File: config.mk
export PLATFORM = sky130hd
export DESIGN_NAME = rx_frame_check
export DESIGN_NICKNAME = d
export VERILOG_FILES = /design/src/rtl/rxfc_pkg.sv /design/src/rtl/rxfc_crc.sv /design/src/rtl/rxfc_ctrl.sv /design/src/rtl/rxfc_dly.sv /design/src/rtl/rxfc_stats.sv /design/src/rtl/rx_frame_check.sv
export SDC_FILE = /design/constraint.sdc
export NUM_CORES = 1
export LEC_CHECK = 0
export BUFFER_PORTS_ARGS = -buffer_cell sky130_fd_sc_hd__buf_4
export CAP_MARGIN = 20
export CORE_MARGIN = 2
export CORE_UTILIZATION = 38
export CTS_CLUSTER_SIZE = 10
export DETAILED_ROUTE_END_ITERATION = 10
export PLACE_DENSITY = 0.51
export SKIP_LAST_GASP = 1
export SYNTH_ARGS = -nofsm -noshare
export SYNTH_HDL_FRONTEND = slang
export SYNTH_SLANG_ARGS = --single-unit
export TNS_END_PERCENT = 50
File: constraint.sdc
create_clock -name clk -period 8.7 [get_ports clk]
set_clock_uncertainty 0.1 [all_clocks]
set_input_delay 0.87 -clock clk [delete_from_list [all_inputs] [get_ports clk]]
set_output_delay 0.87 -clock clk [all_outputs]
set_load 0.02 [all_outputs]
File: src/rtl/rxfc_pkg.sv
package rxfc_pkg;

   localparam logic [15:0] POLY16 = 16'h8408;
   localparam logic [15:0] RES16  = 16'hF0B8;
   localparam logic [31:0] POLY32 = 32'hEDB88320;
   localparam logic [31:0] RES32  = 32'hDEBB20E3;

   typedef enum logic [1:0] {
      EV_GOOD = 2'd0,
      EV_SIZE = 2'd1,
      EV_FCS  = 2'd2
   } ev_idx_e;

   localparam int NUM_EV = 3;

   function automatic logic [15:0] crc16_step(input logic [15:0] c, input logic [7:0] d);
      logic [15:0] r;
      r = c ^ {8'h00, d};
      for (int i = 0; i < 8; i++) begin
         r = r[0] ? ((r >> 1) ^ POLY16) : (r >> 1);
      end
      return r;
   endfunction

   function automatic logic [31:0] crc32_step(input logic [31:0] c, input logic [7:0] d);
      logic [31:0] r;
      r = c ^ {24'h0, d};
      for (int i = 0; i < 8; i++) begin
         r = r[0] ? ((r >> 1) ^ POLY32) : (r >> 1);
      end
      return r;
   endfunction

endpackage

File: src/rtl/rxfc_crc.sv
module rxfc_crc #(
   parameter int W = 16
) (
   input  logic       clk,
   input  logic       rst_n,
   input  logic       init,
   input  logic       en,
   input  logic [7:0] d,
   output logic       ok
);
   logic [W-1:0] st_q;
   logic [W-1:0] base;
   logic [W-1:0] nxt;
   logic [W-1:0] after;
   logic [W-1:0] res;

   assign base = init ? {W{1'b1}} : st_q;

   generate
      if (W == 16) begin : g_w16
         always_comb nxt = rxfc_pkg::crc16_step(base, d);
         assign res = rxfc_pkg::RES16;
      end else if (W == 32) begin : g_w32
         always_comb nxt = rxfc_pkg::crc32_step(base, d);
         assign res = rxfc_pkg::RES32;
      end else begin : g_bad
         $error("rxfc_crc: W must be 16 or 32");
      end
   endgenerate

   assign after = en ? nxt : base;
   assign ok    = (after == res);

   always_ff @(posedge clk or negedge rst_n) begin
      if (!rst_n) st_q <= {W{1'b1}};
      else        st_q <= after;
   end
endmodule

File: src/rtl/rxfc_ctrl.sv
module rxfc_ctrl #(
   parameter int LEN_W     = 16,
   parameter int HDR_BYTES = 4
) (
   input  logic             clk,
   input  logic             rst_n,
   input  logic             cfg_fcs32,
   input  logic             cfg_hdr_strip,
   input  logic [LEN_W-1:0] cfg_min_len,
   input  logic [LEN_W-1:0] cfg_max_len,
   input  logic             in_valid,
   input  logic             in_sof,
   input  logic             in_eof,
   input  logic             in_abort,
   input  logic             crc16_ok,
   input  logic             crc32_ok,
   output logic             start,
   output logic             push,
   output logic             close,
   output logic             fin,
   output logic             fin_err,
   output logic [rxfc_pkg::NUM_EV-1:0] ev
);
   localparam int HW = $clog2(HDR_BYTES + 1);

   logic             open_q;
   logic [HW-1:0]    hdr_q;
   logic [LEN_W-1:0] len_q;

   logic             abt, restart, drop_beat, live, hdr_byte, pay, ovf, endf, runt, fcs_ok;
   logic [HW-1:0]    h_base;
   logic [LEN_W-1:0] l_base;
   logic [LEN_W:0]   newlen, flen;

   always_comb begin
      abt       = in_valid & in_abort & open_q;
      start     = in_valid & ~in_abort & in_sof;
      restart   = start & open_q;
      drop_beat = restart & in_eof;
      live      = in_valid & ~in_abort & (start | open_q) & ~drop_beat;
      h_base    = start ? '0 : hdr_q;
      l_base    = start ? '0 : len_q;
      hdr_byte  = cfg_hdr_strip & (h_base < HW'(HDR_BYTES));
      pay       = live & ~hdr_byte;
      newlen    = {1'b0, l_base} + 1'b1;
      ovf       = pay & (newlen > {1'b0, cfg_max_len});
      push      = pay & ~ovf;
      endf      = live & in_eof & ~ovf;
      flen      = pay ? newlen : {1'b0, l_base};
      runt      = flen < {1'b0, cfg_min_len};
      fcs_ok    = cfg_fcs32 ? crc32_ok : crc16_ok;
      close     = abt | ovf | endf;
      fin       = abt | restart | ovf | endf;
      fin_err   = abt | restart | ovf | (endf & (runt | ~fcs_ok));
      ev[rxfc_pkg::EV_SIZE] = ovf | (endf & runt);
      ev[rxfc_pkg::EV_FCS]  = endf & ~runt & ~fcs_ok;
      ev[rxfc_pkg::EV_GOOD] = endf & ~runt & fcs_ok;
   end

   always_ff @(posedge clk or negedge rst_n) begin
      if (!rst_n) begin
         open_q <= 1'b0;
         hdr_q  <= '0;
         len_q  <= '0;
      end else begin
         if (abt)        open_q <= 1'b0;
         else if (start) open_q <= ~drop_beat & ~ovf & ~endf;
         else if (open_q) open_q <= ~ovf & ~endf;
         if (live) begin
            hdr_q <= hdr_byte ? h_base + 1'b1 : h_base;
            len_q <= push ? newlen[LEN_W-1:0] : l_base;
         end
      end
   end
endmodule

File: src/rtl/rxfc_dly.sv
module rxfc_dly #(
   parameter int DEPTH = 4,
   localparam int OCC_W = $clog2(DEPTH + 1)
) (
   input  logic             clk,
   input  logic             rst_n,
   input  logic [OCC_W-1:0] dep,
   input  logic             flush_pre,
   input  logic             flush_post,
   input  logic             push,
   input  logic [7:0]       din,
   output logic             out_valid,
   output logic [7:0]       out_data,
   output logic             out_sof
);
   logic [7:0]       buf_q [DEPTH];
   logic [7:0]       nbuf  [DEPTH];
   logic [OCC_W-1:0] occ_q, occ_b, nocc;
   logic             first_q, first_b, emit;
   logic [7:0]       edat;

   always_comb begin
      occ_b   = flush_pre ? '0 : occ_q;
      first_b = flush_pre | first_q;
      emit    = 1'b0;
      edat    = buf_q[0];
      nbuf    = buf_q;
      nocc    = occ_b;
      if (push) begin
         if (occ_b == dep) begin
            emit = 1'b1;
            if (dep == '0) begin
               edat = din;
            end else begin
               for (int i = 0; i < DEPTH - 1; i++) nbuf[i] = buf_q[i + 1];
               for (int i = 0; i < DEPTH; i++) begin
                  if (i == int'(dep) - 1) nbuf[i] = din;
               end
            end
         end else begin
            for (int i = 0; i < DEPTH; i++) begin
               if (i == int'(occ_b)) nbuf[i] = din;
            end
            nocc = occ_b + 1'b1;
         end
      end
      if (flush_post) nocc = '0;
   end

   always_ff @(posedge clk or negedge rst_n) begin
      if (!rst_n) begin
         occ_q     <= '0;
         first_q   <= 1'b0;
         out_valid <= 1'b0;
         out_data  <= '0;
         out_sof   <= 1'b0;
         for (int i = 0; i < DEPTH; i++) buf_q[i] <= '0;
      end else begin
         occ_q     <= nocc;
         first_q   <= first_b & ~emit;
         out_valid <= emit;
         out_data  <= edat;
         out_sof   <= emit & first_b;
         buf_q     <= nbuf;
      end
   end
endmodule

File: src/rtl/rxfc_stats.sv
module rxfc_stats #(
   parameter int CNT_W = 16,
   parameter int N     = 3
) (
   input  logic             clk,
   input  logic             rst_n,
   input  logic [N-1:0]     ev,
   input  logic             rd,
   output logic [CNT_W-1:0] snap [N]
);
   logic [CNT_W-1:0] live_q [N];

   for (genvar g = 0; g < N; g++) begin : g_cnt
      always_ff @(posedge clk or negedge rst_n) begin
         if (!rst_n) begin
            live_q[g] <= '0;
            snap[g]   <= '0;
         end else if (rd) begin
            snap[g]   <= live_q[g];
            live_q[g] <= ev[g] ? CNT_W'(1) : '0;
         end else if (ev[g] && live_q[g] != {CNT_W{1'b1}}) begin
            live_q[g] <= live_q[g] + 1'b1;
         end
      end
   end
endmodule

File: src/rtl/rx_frame_check.sv
module rx_frame_check #(
   parameter int LEN_W     = 16,
   parameter int CNT_W     = 16,
   parameter int HDR_BYTES = 4,
   parameter int FCS_MAX   = 4
) (
   input  logic             clk,
   input  logic             rst_n,
   input  logic             cfg_fcs32,
   input  logic             cfg_strip_fcs,
   input  logic             cfg_hdr_strip,
   input  logic [LEN_W-1:0] cfg_min_len,
   input  logic [LEN_W-1:0] cfg_max_len,
   input  logic             in_valid,
   input  logic [7:0]       in_data,
   input  logic             in_sof,
   input  logic             in_eof,
   input  logic             in_abort,
   output logic             out_valid,
   output logic [7:0]       out_data,
   output logic             out_sof,
   output logic             out_fin,
   output logic             out_err,
   input  logic             stat_rd,
   output logic [CNT_W-1:0] stat_good,
   output logic [CNT_W-1:0] stat_size,
   output logic [CNT_W-1:0] stat_fcs
);
   localparam int OCC_W = $clog2(FCS_MAX + 1);

   generate
      if (FCS_MAX < 4) begin : g_chk_fcs
         $error("rx_frame_check: FCS_MAX must cover a 4-byte check");
      end
      if (LEN_W < 4 || CNT_W < 2 || HDR_BYTES < 1) begin : g_chk_w
         $error("rx_frame_check: width parameters out of range");
      end
   endgenerate

   logic start, push, close, fin, fin_err;
   logic crc16_ok, crc32_ok;
   logic [rxfc_pkg::NUM_EV-1:0] ev;
   logic [CNT_W-1:0] snap [rxfc_pkg::NUM_EV];
   logic [OCC_W-1:0] dep;

   assign dep = cfg_strip_fcs ? (cfg_fcs32 ? OCC_W'(4) : OCC_W'(2)) : '0;

   rxfc_ctrl #(.LEN_W(LEN_W), .HDR_BYTES(HDR_BYTES)) u_ctrl (
      .clk(clk), .rst_n(rst_n),
      .cfg_fcs32(cfg_fcs32), .cfg_hdr_strip(cfg_hdr_strip),
      .cfg_min_len(cfg_min_len), .cfg_max_len(cfg_max_len),
      .in_valid(in_valid), .in_sof(in_sof), .in_eof(in_eof), .in_abort(in_abort),
      .crc16_ok(crc16_ok), .crc32_ok(crc32_ok),
      .start(start), .push(push), .close(close), .fin(fin), .fin_err(fin_err), .ev(ev)
   );

   rxfc_crc #(.W(16)) u_crc16 (
      .clk(clk), .rst_n(rst_n), .init(start), .en(push), .d(in_data), .ok(crc16_ok)
   );

   rxfc_crc #(.W(32)) u_crc32 (
      .clk(clk), .rst_n(rst_n), .init(start), .en(push), .d(in_data), .ok(crc32_ok)
   );

   rxfc_dly #(.DEPTH(FCS_MAX)) u_dly (
      .clk(clk), .rst_n(rst_n), .dep(dep),
      .flush_pre(start), .flush_post(close), .push(push), .din(in_data),
      .out_valid(out_valid), .out_data(out_data), .out_sof(out_sof)
   );

   rxfc_stats #(.CNT_W(CNT_W), .N(rxfc_pkg::NUM_EV)) u_stats (
      .clk(clk), .rst_n(rst_n), .ev(ev), .rd(stat_rd), .snap(snap)
   );

   assign stat_good = snap[rxfc_pkg::EV_GOOD];
   assign stat_size = snap[rxfc_pkg::EV_SIZE];
   assign stat_fcs  = snap[rxfc_pkg::EV_FCS];

   always_ff @(posedge clk or negedge rst_n) begin
      if (!rst_n) begin
         out_fin <= 1'b0;
         out_err <= 1'b0;
      end else begin
         out_fin <= fin;
         out_err <= fin & fin_err;
      end
   end
endmodule

==> flow_summary.json, run 1 <==
{
  "wirelength_mm": 34.3,
  "global_route_wire_length_before_repair_mm": 55.7,
  "ctsHtreeMaxLevel": 1,
  "yosys_register_bits": 212,
  "synth_cell_type_count": 80,
  "syn_area_per_cell_um2": 9.34,
  "worstPathMaxFanout": 30,
  "synth-edff-count": 0,
  "placement_rows": 68,
  "coreArea_um2": 34300,
  "synthesis.instances": 1406,
  "detailroute.via_count": 10400,
  "drive_gt1_frac": 0.199,
  "postRouteAntennaNets": 0,
  "proportion_of_synthesized_flip_flops_having_asynchronous_set_or_reset": 1.00,
  "r2r_cells": 21,
  "cts_buffer_depth": 3,
  "run_status": "finished clean",
  "multi_input_area_um2": 7210,
  "avgRoutedWirePerCell_um": 17.6,
  "place_area_um2": 14300,
  "layout-area-overhead-vs-synth_pct": 14.6,
  "regArea_um2": 5370,
  "die_height_um": 190,
  "max_clock_freq_mhz": 134,
  "clkLatencyLatePin_ns": 0.54,
  "ys_seq_area_frac": 0.408,
  "min_period_over_period": 0.855,
  "rsz0062_at_grt": "false",
  "ys_warn_count": 0,
  "slew_headroom": 0.286,
  "fin_tns_setup_ns": 0,
  "max-cap-violations": 0,
  "filler_cell_count": 3395,
  "mapped_nets": 1497,
  "power_leakage_nw": 6.51,
  "detailedRoute.firstIterationViolations": 674,
  "max_slew.worst_pin.slew_ns": 1.06,
  "setup.worst_path.class": "in -> reg",
  "gr-total-overflow": 0,
  "hold_path.class": "in -> async",
  "netlist_area_um2": 13100,
  "ir_worst_vdd_mv": 0.150,
  "tritoncts": "built",
  "cts_root_buffer": "clkbuf_16",
  "finalPower_mw": 4.10,
  "cp_data_required_time_ns": 9.01,
  "die_w_um": 190,
  "finalCriticalPeriod_ns": 7.44,
  "postCtsSetupRepairBufs": 0,
  "final_common_cell": "dfrtp_1",
  "number_of_global_route_vias_before_repair": 10100,
  "cp-end-kind": "flop",
  "place_congestion": 0.838,
  "clkTransAtPathRegs_ns": 0.06,
  "buffer_ports.inserted": 109,
  "grt.total_usage": 0.191,
  "power_per_cell_area_nw_per_um2": 272,
  "cts_resized": 0,
  "dp.final_hpwl_mm": 23.6,
  "critPathLaunchType": "primary input",
  "finalSetupViolCount": 0,
  "start_util": 0.383,
  "final-hold-violation-count": 0,
  "tritoncts.num_buffers": 26,
  "grt_start_max_net_pins": 98,
  "postCtsHoldBufs": 0,
  "drcViolationCount": 0,
  "design_area_um2": 15100,
  "drt_pre_antenna_iters": 8,
  "drv_slew": 0,
  "initial_antenna_violation_count": 0,
  "fp.dieArea_um2": 36100,
  "num_antenna_cells": 0,
  "design.portCount": 110,
  "leading_cell_types_in_the_layout_fill_and_taps_excluded": "dfrtp_1 (164), nor2_1 (154), buf_4 (123)",
  "critical_path_arrival_ns": 7.76,
  "route.detailed.vias_per_inst": 5.33,
  "synthFlopType": "dfrtp_1",
  "num_clock_sinks": 212,
  "reg2reg_slack_ns": 1.75,
  "final_nets": 1564
}
power by group:
group,leakage (nW),total (mW),switching [mW],internal [mW]
registers,2.69,1.46,0.201,1.25
clock network,0.377,1.02,0.423,0.596
logic,3.45,1.63,0.904,0.724
routing by layer:
metal  GRT usage  vias up  routed length, um
li1            -     5080                  -
met1       0.272     5053              16600
met2       0.303      199              15400
met3      0.0306       49               1580
met4      0.0495        0                719
met5           0        -                  0
cells by family (layout without fill, tap and decap cells):
group | count (synthesis) | after routing | share of synthesized area
fa+ha+maj | 41 | 41 | 0.0390
buf+inv | 137 | 224 | 0.0436
simple gates | 479 | 479 | 0.182
xor+xnor | 155 | 155 | 0.111
flops | 212 | 212 | 0.408
mux | 99 | 99 | 0.0819
compound gates | 283 | 283 | 0.134
Yosys cell counts, types with 47 or more instances:
library cell | count | share of area
xor2_1 | 50 | 0.033
dfrtp_1 | 164 | 0.31
clkbuf_1 | 51 | 0.015
o21ai_0 | 66 | 0.025
xnor2_1 | 97 | 0.065
inv_1 | 52 | 0.015
nand3_1 | 47 | 0.018
a21oi_1 | 114 | 0.043
mux2_2 | 67 | 0.057
nand2_1 | 84 | 0.024
nor2_1 | 154 | 0.044
dfstp_2 | 48 | 0.096
final cells by class:
| cell class | instances | area share |
|---|---|---|
| flip-flops and latches | 212 | 0.356 |
| clock inverters | 4 | 0.00374 |
| clock buffers | 44 | 0.0483 |
| multi-input cells | 1057 | 0.479 |
| well taps | 455 | 0.0378 |
| repair buffers | 124 | 0.0623 |
| inverters | 52 | 0.0130 |
worst paths after layout:
check	startpoint	end
worst max-delay path	in_valid	u_stats.live_q[45]
worst min-delay path	rst_n	u_dly.out_data[6]
worst max register to register	u_ctrl.len_q[0]	u_stats.live_q[45]
worst min register to register	u_ctrl.hdr_q[1]	u_ctrl.hdr_q[1]
max in group asynchronous	rst_n	u_ctrl.len_q[11]
min in group clk	u_ctrl.hdr_q[1]	u_ctrl.hdr_q[1]
per-stage QoR:
stage	util	std cells	setup WS [ns]	hold slack, ns
global route	0.439	1948	0.706	0.310
finish	0.439	1948	1.26	0.242
CTS	0.439	1948	1.27	0.303
floorplan	-	1406	1.57	0.352
detailed placement	0.416	1900	0.704	0.374
global placement	0.416	1900	0.937	0.372
sequential cells by signal, indices dropped and copies added (netlist names):
signal / flops
out_err: 1
out_fin: 1
u_crc16.st_q: 16
u_crc32.st_q: 32
u_ctrl.hdr_q: 3
u_ctrl.len_q: 16
u_ctrl.open_q: 1
u_dly.buf_q: 32
u_dly.first_q: 1
u_dly.occ_q: 3
u_dly.out_data: 8
u_dly.out_sof: 1
u_dly.out_valid: 1
u_stats.live_q: 48
u_stats.snap: 48
critical path: stages:
cell and delay, ns:
buf_4 0.16, nand3b_1 0.32, and2_1 0.26, ha_1 0.25
nand4_1 0.26, nor3_1 0.59, nand3_1 0.38, or3_1 0.43
a21oi_1 0.15, ha_1 0.18, nand4_1 0.08, or4_1 0.39
o21ai_0 0.13, o21a_1 0.26, and3_2 0.62, buf_4 0.35
nand2_1 0.07, a221o_1 0.28, a211oi_2 0.40, a22oi_2 0.22
nor3_2 0.47, and4_1 0.26, mux2_1 0.31
No activity file was read; power rests on OpenSTA's default activity.
==> run 2, diff against run 1 <==
- CORE_MARGIN: 2 -> unset
==> run 2 against run 1 <==
  * Sequential share of layout area about the same
  * Worst setup slack improved by 0.15 ns
  * Via count increased by 0.73%
  * Power down 0.34%
  * Routed wire length grew 0.12%
  * Core utilization grew 0.66 points
  * Global-route usage increased by 0.46 points
  * Cell count down 0.31%
  * Critical endpoint unchanged
  * Largest power group unchanged
==> flow_summary.json, run 2 (synthesized netlist as in run 1, its figures left out) <==
{
  "final-hold-violation-count": 0,
  "tritoncts": "built",
  "setup.worst_path.class": "in -> reg",
  "slew_headroom": 0.310,
  "final_nets": 1565,
  "postCtsSetupRepairBufs": 0,
  "initial_antenna_violation_count": 0,
  "reg2reg_slack_ns": 1.78,
  "die_height_um": 188,
  "cp-end-kind": "flop",
  "coreArea_um2": 33800,
  "largest_registers": "u_stats.live_q: 48 flops, u_stats.snap: 48 flops",
  "die_w_um": 188,
  "final_common_cell": "dfrtp_1",
  "r2r_cells": 20,
  "finalSetupViolCount": 0,
  "detailedRoute.firstIterationViolations": 779,
  "gr-total-overflow": 0,
  "ir_worst_vdd_mv": 0.124,
  "clkLatencyLatePin_ns": 0.53,
  "leading_cell_types_in_the_layout_fill_and_taps_excluded": "dfrtp_1 (164), nor2_1 (154), buf_4 (124)",
  "min_period_over_period": 0.838,
  "rsz0062_at_grt": "false",
  "fp.dieArea_um2": 35300,
  "critical_path_arrival_ns": 7.61,
  "drv_slew": 0,
  "filler_cell_count": 3257,
  "cts_buffer_depth": 3,
  "run_status": "finished clean",
  "avgRoutedWirePerCell_um": 17.7,
  "worstSetupEndpoint": "u_stats.live_q[45]",
  "setup.worst_path.start": "in_valid",
  "worst_slack_ns": 1.41,
  "buffer_ports.inserted": 109,
  "cp_data_required_time_ns": 9.01,
  "max-cap-violations": 0,
  "number_of_global_route_vias_before_repair": 10100,
  "slowest_delay_ns": 0.75,
  "finalCriticalPeriod_ns": 7.29,
  "postRouteAntennaNets": 0,
  "clkTransAtPathRegs_ns": 0.06,
  "fin_tns_setup_ns": 0,
  "power_leakage_nw": 6.52,
  "crit_family": "simple AND/OR/NAND/NOR gates",
  "cts_root_buffer": "clkbuf_16",
  "critPathLaunchType": "primary input",
  "drive_gt1_frac": 0.201,
  "hold_path.class": "in -> async",
  "num_clock_sinks": 212,
  "worst-path-buf-inv": 1,
  "layout-area-overhead-vs-synth_pct": 14.7,
  "grt.total_usage": 0.196,
  "finalPower_mw": 4.09,
  "placement_rows": 67,
  "drt_pre_antenna_iters": 6,
  "max_clock_freq_mhz": 137,
  "postCtsHoldBufs": 0,
  "tritoncts.num_buffers": 26,
  "grt_start_max_net_pins": 104,
  "drcViolationCount": 0,
  "max_slew.worst_pin.slew_ns": 1.03,
  "worstPathMaxFanout": 39,
  "critPathSlowestCell": "and3_2",
  "cell_count_along_the_critical_path": 22,
  "critical_path.cell_chain": "buf_4 > nand3b_1 > and2_1 > ha_1 > nand4_1 > nor3_1 > nand3_1 > or3_1 > a21oi_1 > ha_1 > nand4_1 > or4_1 > o21ai_0 > or4_1 > and3_2 > mux2i_1 > a221o_1 > nor4_2 > a22oi_2 > nor3_2 > and4_1 > mux2_1",
  "route.detailed.vias_per_inst": 5.38,
  "place_congestion": 0.877,
  "global_route_wire_length_before_repair_mm": 56.2,
  "detailroute.via_count": 10500,
  "critical_path.reg2reg.startpoint": "u_ctrl.len_q[0]",
  "dpl_worst_slack_ns": 0.907,
  "num_antenna_cells": 0,
  "cts_resized": 0,
  "power_per_cell_area_nw_per_um2": 271,
  "design.portCount": 110,
  "dp.final_hpwl_mm": 23.6,
  "start_util": 0.389,
  "r2r-end": "u_stats.live_q[45]",
  "ctsHtreeMaxLevel": 1,
  "wirelength_mm": 34.3
}
[run 2: cell count changes in the layout (fill, tap and decap cells not counted), sizes merged]
cell	change
buf	+1
bufinv	-1
clkbuf	+1
[run 2: where the power goes]
group          internal, mW  switching, mW
registers              1.25          0.204
logic                 0.725          0.899
clock network         0.590          0.416
total                  2.57           1.52
[run 2: worst min path at each step]
stage	from	to	slack, ns	depth (start not counted)
floorplan	u_dly.first_q	u_dly.first_q	0.35	2
global route	rst_n	u_dly.buf_q[23]	0.33	1
detailed placement	u_dly.first_q	u_dly.first_q	0.37	2
global placement	u_dly.first_q	u_dly.first_q	0.37	2
finish	rst_n	u_dly.out_data[6]	0.28	1
CTS	rst_n	u_dly.out_data[6]	0.33	1
[run 2: cell type report]
class	count	area, um2	area share
clock buffer	45	762	0.0506
clock inverter	3	26.3	0.00174
multi-input combinational	1057	7210	0.479
sequential	212	5370	0.356
inverter	52	195	0.0130
tap	448	561	0.0372
timing repair buffer	125	946	0.0628
[run 2: metrics by stage]
| stage | std cells | cell area [um2] | hold slack [ns] | util |
|---|---|---|---|---|
| 5_1_grt | 1942 | 15100 | 0.329 | 0.446 |
| 2_1_floorplan | 1406 | 13100 | 0.352 | - |
| 3_3_place_gp | 1894 | 14300 | 0.366 | 0.423 |
| 3_5_place_dp | 1894 | 14300 | 0.370 | 0.423 |
| 4_1_cts | 1942 | 15100 | 0.332 | 0.446 |
| 6_report | 1942 | 15100 | 0.281 | 0.446 |
[run 2: per-layer routing]
layer / global-route usage / part of all wire / vias up
li1: - / - / 5106
met2: 0.306 / 0.45 / 216
met1: 0.287 / 0.50 / 5094
met5: 0 / 0 / -
met4: 0.0400 / 0.014 / 0
met3: 0.0279 / 0.046 / 41
[run 2: worst register-to-register path, delay by kind of cell, from the launching register on]
family | cells | cell delay, ns
AOI/OAI and AO/OA | 4 | 0.92
muxes | 2 | 0.53
adders and majority gates | 2 | 0.43
DFF | 1 | 0.39
and+or+nand+nor | 12 | 4.42
